### src/rtl/adma_pkg.sv
package adma_pkg;
  localparam int ADDR_W = 64;
  localparam int WORD_W = 32;
  localparam int LEN_W  = 17;
  localparam int NWORDS = 3;

  typedef enum logic [1:0] {
    DMA_NONE  = 2'b00,
    DMA_A1    = 2'b01,
    DMA_A2_32 = 2'b10,
    DMA_A2_64 = 2'b11
  } dma_mode_e;

  typedef enum logic [1:0] {
    ACT_NOP  = 2'b00,
    ACT_SET  = 2'b01,
    ACT_XFER = 2'b10,
    ACT_LINK = 2'b11
  } act_e;

  typedef enum logic [1:0] {S_IDLE, S_FETCH, S_EXEC, S_DATA} walk_st_e;

  typedef struct packed {
    logic [ADDR_W-1:0] addr;
    logic [15:0]       len;
    logic              valid;
    logic              last;
    act_e              act;
  } desc_t;

  // index of the final word of a descriptor in each layout
  function automatic logic [1:0] last_word(dma_mode_e m);
    case (m)
      DMA_A2_32: return 2'd1;
      DMA_A2_64: return 2'd2;
      default:   return 2'd0;
    endcase
  endfunction
endpackage

### src/rtl/adma_desc_decode.sv
module adma_desc_decode
  import adma_pkg::*;
(
  input  dma_mode_e         mode,
  input  logic [WORD_W-1:0] w0,
  input  logic [WORD_W-1:0] w1,
  input  logic [WORD_W-1:0] w2,
  output desc_t             dsc
);
  // attribute bits with no effect in any layout
  logic unused_attr;
  assign unused_attr = ^{w0[11:6], w0[3:2]};

  always_comb begin
    dsc.valid = w0[0];
    dsc.last  = w0[1];
    dsc.act   = act_e'(w0[5:4]);
    dsc.len   = w0[31:16];
    case (mode)
      DMA_A1:    dsc.addr = {{(ADDR_W-32){1'b0}}, w0[31:12], 12'h000};
      DMA_A2_64: dsc.addr = {w2, w1};
      default:   dsc.addr = {{(ADDR_W-32){1'b0}}, w1};
    endcase
  end
endmodule

### src/rtl/adma_blk_track.sv
module adma_blk_track #(
  parameter int MASK_W = 12,
  parameter int STEP   = 4
) (
  input  logic              clk,
  input  logic              rst_n,
  input  logic              clr,
  input  logic              beat,
  input  logic [MASK_W-1:0] eff_size,
  output logic              last
);
  logic [MASK_W:0] pos_q, pos_d, pos_nxt;

  assign pos_nxt = pos_q + (MASK_W+1)'(STEP);
  assign last    = beat && (eff_size != '0) && (pos_nxt >= {1'b0, eff_size});

  always_comb begin
    pos_d = pos_q;
    if (clr)       pos_d = '0;
    else if (beat) pos_d = last ? '0 : pos_nxt;
  end

  always_ff @(posedge clk or negedge rst_n) begin
    if (!rst_n) pos_q <= '0;
    else        pos_q <= pos_d;
  end
endmodule

### src/rtl/adma_engine.sv
module adma_engine
  import adma_pkg::*;
#(
  parameter int BSZ_W  = 16,
  parameter int CNT_W  = 16,
  parameter int MASK_W = 12
) (
  input  logic              clk,
  input  logic              rst_n,
  input  logic              start,
  input  logic [1:0]        dma_mode,
  input  logic [ADDR_W-1:0] desc_base,
  input  logic [BSZ_W-1:0]  blk_size,
  input  logic [CNT_W-1:0]  blk_cnt,
  input  logic              blk_cnt_en,
  input  logic              dir_to_mem,
  input  logic              adma_err_en,
  output logic              mem_req,
  output logic              mem_we,
  output logic [ADDR_W-1:0] mem_addr,
  output logic [WORD_W-1:0] mem_wdata,
  input  logic [WORD_W-1:0] mem_rdata,
  input  logic              mem_ack,
  input  logic              mem_err,
  input  logic [WORD_W-1:0] card_rd_data,
  output logic              card_rd_pop,
  output logic              card_wr_valid,
  output logic [WORD_W-1:0] card_wr_data,
  output logic              card_blk_end,
  output logic              busy,
  output logic [ADDR_W-1:0] desc_ptr,
  output logic              xfer_cmpl,
  output logic              adma_err,
  output logic              err_summary,
  output logic              irq
);
  localparam int STEP = WORD_W / 8;

  walk_st_e          st_q, st_d;
  dma_mode_e         mode_q, mode_d;
  logic              dir_q, dir_d;
  logic [ADDR_W-1:0] ptr_q, ptr_d, xaddr_q, xaddr_d;
  logic [LEN_W-1:0]  rem_q, rem_d, xlen;
  logic [15:0]       len1_q, len1_d, len_sel;
  logic [1:0]        widx_q, widx_d;
  logic              cmpl_q, cmpl_d, aerr_q, aerr_d, esum_q, esum_d;
  logic              start_ok, walk_clr, beat_ok, finish, fail;
  logic [WORD_W-1:0] wbuf [NWORDS];
  logic [3:0]        stride;
  desc_t             dsc;

  logic bsz_unused;
  assign bsz_unused = ^blk_size[BSZ_W-1:MASK_W];

  // descriptor word capture, one register per word slot
  for (genvar g = 0; g < NWORDS; g++) begin : g_wbuf
    logic cap_en;
    assign cap_en = (st_q == S_FETCH) && mem_ack && !mem_err && (widx_q == 2'(g));
    always_ff @(posedge clk) begin
      if (cap_en) wbuf[g] <= mem_rdata;
    end
  end

  adma_desc_decode u_dec (
    .mode (mode_q),
    .w0   (wbuf[0]),
    .w1   (wbuf[1]),
    .w2   (wbuf[2]),
    .dsc  (dsc)
  );

  adma_blk_track #(.MASK_W(MASK_W), .STEP(STEP)) u_blk (
    .clk      (clk),
    .rst_n    (rst_n),
    .clr      (walk_clr),
    .beat     (beat_ok),
    .eff_size (blk_size[MASK_W-1:0]),
    .last     (card_blk_end)
  );

  assign stride   = {last_word(mode_q), 2'b00} + 4'(STEP);
  assign len_sel  = (mode_q == DMA_A1) ? len1_q : dsc.len;
  assign xlen     = {(len_sel == 16'h0), len_sel};
  assign start_ok = start && (dma_mode_e'(dma_mode) != DMA_NONE) &&
                    !(blk_cnt_en && (blk_cnt == '0));

  always_comb begin
    st_d = st_q;  mode_d = mode_q;  dir_d = dir_q;
    ptr_d = ptr_q;  xaddr_d = xaddr_q;  rem_d = rem_q;
    len1_d = len1_q;  widx_d = widx_q;
    cmpl_d = cmpl_q;  aerr_d = aerr_q;  esum_d = esum_q;
    walk_clr = 1'b0;  beat_ok = 1'b0;  finish = 1'b0;  fail = 1'b0;
    mem_req = 1'b0;  mem_we = 1'b0;
    mem_addr = ptr_q + {{(ADDR_W-4){1'b0}}, widx_q, 2'b00};
    unique case (st_q)
      S_IDLE: if (start_ok) begin
        st_d = S_FETCH;  mode_d = dma_mode_e'(dma_mode);  dir_d = dir_to_mem;
        ptr_d = desc_base;  widx_d = '0;  len1_d = '0;
        cmpl_d = 1'b0;  aerr_d = 1'b0;  esum_d = 1'b0;  walk_clr = 1'b1;
      end
      S_FETCH: begin
        mem_req = 1'b1;
        if (mem_ack) begin
          if (mem_err)                          fail   = 1'b1;
          else if (widx_q == last_word(mode_q)) st_d   = S_EXEC;
          else                                  widx_d = widx_q + 2'd1;
        end
      end
      S_EXEC: begin
        if (!dsc.valid) fail = 1'b1;
        else if (dsc.act == ACT_XFER) begin
          xaddr_d = dsc.addr;  rem_d = xlen;  st_d = S_DATA;
        end else begin
          if (dsc.act == ACT_SET && mode_q == DMA_A1) len1_d = dsc.len;
          finish = 1'b1;
        end
      end
      S_DATA: begin
        mem_req = 1'b1;  mem_we = dir_q;  mem_addr = xaddr_q;
        if (mem_ack) begin
          if (mem_err) fail = 1'b1;
          else begin
            beat_ok = 1'b1;
            xaddr_d = xaddr_q + ADDR_W'(STEP);
            rem_d   = rem_q - LEN_W'(STEP);
            if (rem_q == LEN_W'(STEP)) finish = 1'b1;
          end
        end
      end
      default: st_d = S_IDLE;
    endcase
    if (finish) begin
      ptr_d  = (dsc.act == ACT_LINK) ? dsc.addr : ptr_q + ADDR_W'(stride);
      widx_d = '0;
      if (dsc.last) begin st_d = S_IDLE; cmpl_d = 1'b1; end
      else          st_d = S_FETCH;
    end
    if (fail) begin
      st_d = S_IDLE;
      if (adma_err_en) begin aerr_d = 1'b1; esum_d = 1'b1; end
    end
  end

  always_ff @(posedge clk or negedge rst_n) begin
    if (!rst_n) begin
      st_q <= S_IDLE;  mode_q <= DMA_NONE;  dir_q <= 1'b0;
      ptr_q <= '0;  xaddr_q <= '0;  rem_q <= '0;  len1_q <= '0;  widx_q <= '0;
      cmpl_q <= 1'b0;  aerr_q <= 1'b0;  esum_q <= 1'b0;
    end else begin
      st_q <= st_d;  mode_q <= mode_d;  dir_q <= dir_d;
      ptr_q <= ptr_d;  xaddr_q <= xaddr_d;  rem_q <= rem_d;  len1_q <= len1_d;  widx_q <= widx_d;
      cmpl_q <= cmpl_d;  aerr_q <= aerr_d;  esum_q <= esum_d;
    end
  end

  assign mem_wdata     = card_rd_data;
  assign card_rd_pop   = beat_ok && dir_q;
  assign card_wr_valid = beat_ok && !dir_q;
  assign card_wr_data  = mem_rdata;
  assign busy          = (st_q != S_IDLE);
  assign desc_ptr      = ptr_q;
  assign xfer_cmpl     = cmpl_q;
  assign adma_err      = aerr_q;
  assign err_summary   = esum_q;
  assign irq           = esum_q | cmpl_q;
endmodule

### config.mk
export PLATFORM = sky130hd
export DESIGN_NAME = adma_engine
export DESIGN_NICKNAME = d
export VERILOG_FILES = /design/src/rtl/adma_pkg.sv /design/src/rtl/adma_desc_decode.sv /design/src/rtl/adma_blk_track.sv /design/src/rtl/adma_engine.sv
export SDC_FILE = /design/constraint.sdc
export NUM_CORES = 1
export LEC_CHECK = 0
export BUFFER_PORTS_ARGS = -buffer_cell sky130_fd_sc_hd__buf_2
export CORE_MARGIN = 3
export CORE_UTILIZATION = 40
export CTS_CLUSTER_DIAMETER = 200
export DETAILED_ROUTE_END_ITERATION = 7
export GPL_ROUTABILITY_DRIVEN = 0
export PLACE_DENSITY = 0.6
export SYNTH_ARGS = -nofsm -noshare
export SYNTH_HDL_FRONTEND = slang
export SYNTH_SLANG_ARGS = --single-unit
### constraint.sdc
create_clock -name clk -period 7.1 [get_ports clk]
set_input_delay 0.355 -clock clk [delete_from_list [all_inputs] [get_ports clk]]
set_output_delay 0.355 -clock clk [all_outputs]
set_load 0.01 [all_outputs]
==> flow_summary.toml <==
[clocking]
cts_resized = 0
worstSkewPairLatency_ns = 0.61
cts_max_path_buffers = 3
hold_buffers = 23
cts-root-buf = "clkbuf_16"
clock_sinks = 270
ctsHtreeMaxLevel = 1
cts_tree = "yes"
numCtsBuffers = 30
cts_setup_buffers = 0
clk_pin_slew_ns = 0.06

[worst_setup_path]
ff2ff_path_depth = 9
rr_startpoint = "st_q[0]$_DFFE_PN0P_"
cp-end-kind = "primary output"
required_ns = 6.74
critical_path.cell_chain = "ha_1, inv_1, fa_1, nand3b_1, nor4_2, buf_4, nand3_1, nor3_1, xnor2_1, o21ai_0, buf_2"
rrSetupSlack_ns = 3.40
cpMaxStageDelayCell = "o21ai_0"
path_max_fanout = 10
path_class = "reg -> out"
max_stage_delay_ns = 0.54
path_buf_inv = 3
crit_arrival_ns = 3.99
regToRegEndpoint = "xaddr_q[28]$_DFFE_PN0P_"
cp-start-kind = "register"
path_delay_family = "simple AND/OR/NAND/NOR gates"

[place]
dp_hpwl_mm = 51.7
io_buffer_count = 303

[floorplanning]
die_h_um = 217
die_area_um2 = 47200
std_cell_rows = 76
die_w_um = 217
ios = 372
start_util = 0.409
coreArea_um2 = 43600

[sta]
hold_violations = 0
period_needed_ns = 4.35
setup_tns_ns = 0
max-slew-margin-rel = 0.173
worst_slew_pin_slew_ns = 1.23
fmax_mhz = 230
rsz0062_at_grt = "false"
setup_violations = 0
skew_ns = 0.0190
finalMaxSlewViolations = 0
period_share = 0.612

[detailed_routing]
wl_per_cell_um = 24.0
via_count = 17668
firstDrtPassIters = 7
avgViaCountPerCell = 6.13
wl_mm = 69.2
drt_first_iter_violations = 2419
ant_nets = 0
drc = 0

[grt]
grt_pass1_vias = 16552
grt_pass1_wl_mm = 103
overflow = 0
antenna_found_initial = 2
grt_start_max_net_pins = 105
grtUsageTotal = 0.284

[synthesis]
synth-edff-count = 88
syn_nets = 2299
synth_area_per_cell_um2 = 8.49
synthFlopType = "dfrtp_1"
synth_cells = 2101
yosys-top-cells-area = "dfrtp_1, edfxtp_1, nand2_1"
ys_ff_latch = 270
yosys.area_share.simple = 0.237
synth_top_area_frac = 0.255
async_flop_share = 0.674
muxShareOfSynthArea = 0.0413
ys_types = 79
yosys-top-cells-count = "nand2_1, dfrtp_1, o21ai_0"
yosys.area.top_type = "dfrtp_1"
synth-xor-area-share = 0.0565
synth_compound_area_frac = 0.173
yosysWarnings = 0
synth_adder_area_share = 0.0205
synth_area_um2 = 17800
synth_most_common_cell = "nand2_1"
synth_top_family_by_area = "simple AND/OR/NAND/NOR gates"
ys_seq_area_frac = 0.404

[cells_and_area]
final.fill_count = 4254
fin_util = 0.474
finalNetCount = 2468
drive_gt1_frac = 0.186
syn_to_final_growth_pct = 15.8

[worst_hold_path]
hp-class = "in -> reg"
worst_hold_path.num_cells = 1
hp-start = "mem_rdata[30]"
hold_end = "wbuf[0][94]$_DFFE_PP_"

[status]
outcome = "completed"

[pwr]
p_leak_uw = 0.00819
pwr_density_cell_nw_per_um2 = 415
peakVddDrop_mv = 0.269

[run]
drv_cap = 0
-- through the flow --
stage                     worst slack [ns]  power (uW)  hold slack [ns]  instances  area, um^2
after floorplan                       4.03        5220           0.0594       2101       17800
after global placement                3.52        6650            0.306       2800       19300
after detailed placement              3.46        6740            0.306       2800       19300
after CTS                             2.86        8510         0.000391       2879       20600
after global routing                  2.57        9050          0.00722       2879       20600
final                                 2.75        8570          0.00784       2880       20600
-- final cells by class --
class / count / area, um^2 / share of cell area
Clock inverter: 24 / 337 / 0.0163
Multi-Input combinational cell: 1577 / 9510 / 0.460
Tap cell: 585 / 732 / 0.0354
Timing Repair Buffer: 355 / 1970 / 0.0954
Antenna cell: 1 / 2.50 / 0.000121
Sequential cell: 270 / 7200 / 0.349
Inverter: 36 / 135 / 0.00654
Clock buffer: 32 / 768 / 0.0372
-- layer usage --
| layer | track usage | up-vias | wire [um] |
|---|---|---|---|
| met4 | 0.125 | 4 | 3590 |
| met1 | 0.388 | 8484 | 27600 |
| met5 | 0 | - | 25 |
| met3 | 0.0539 | 186 | 7340 |
| met2 | 0.439 | 1089 | 30600 |
| li1 | - | 7905 | - |
-- layout by cell type (no fill, tap or decap), types with 10 or more instances in the layout --
cell	instances
o211ai_1	14
and3_1	37
o21a_1	10
clkbuf_16	30
inv_1	36
and4_1	10
edfxtp_1	88
nor2_1	154
xor2_1	38
nand4_1	66
nor4_1	30
nand2b_1	10
ha_1	25
o21ai_0	164
and2_1	13
nand3_1	103
nand2_1	339
xnor2_1	77
buf_4	29
buf_2	302
dlygate4sd3_1	23
a211oi_1	32
a21oi_1	75
dfrtp_1	182
nor3_1	67
a32oi_1	21
mux2i_1	68
a31oi_1	33
a21o_1	12
a221oi_1	27
-- flip-flops by register name (all words and copies together) (netlist names), 2 cells and up --
name         count
desc_ptr        64
len1_q          16
mode_q           2
rem_q           17
st_q             2
u_blk.pos_q     11
wbuf            88
widx_q           2
xaddr_q         64
-- how the worst max path moves through the flow --
stage	endpoint	cells after the start	startpoint
2_1_floorplan	mem_addr[62]	9	desc_ptr[2]$_DFFE_PN0P_
3_3_place_gp	mem_addr[22]	11	widx_q[0]$_DFFE_PN0P_
3_5_place_dp	xaddr_q[55]$_DFFE_PN0P_	9	st_q[0]$_DFFE_PN0P_
4_1_cts	mem_addr[22]	11	widx_q[0]$_DFFE_PN0P_
5_1_grt	mem_addr[20]	11	widx_q[0]$_DFFE_PN0P_
6_report	mem_addr[22]	11	widx_q[0]$_DFFE_PN0P_
-- power breakdown --
| part | total [uW] | switching (uW) | internal, uW |
|---|---|---|---|
| clock | 1750 | 705 | 1040 |
| sequential | 3050 | 929 | 2120 |
| combinational | 3770 | 2330 | 1430 |
| total | 8570 | 3970 | 4600 |
-- cells by family (layout without fill, tap and decap cells) --
logic type / after synthesis / count (layout)
AOI/OAI and AO/OA: 476 / 476
xor gates and xnor gates: 115 / 115
adders and majority gates: 28 / 28
buffers and inverters: 254 / 447
DFF: 270 / 270
muxes: 73 / 73
other: 0 / 1
and+or+nand+nor: 885 / 885
Power figures use the tool's default switching activity.
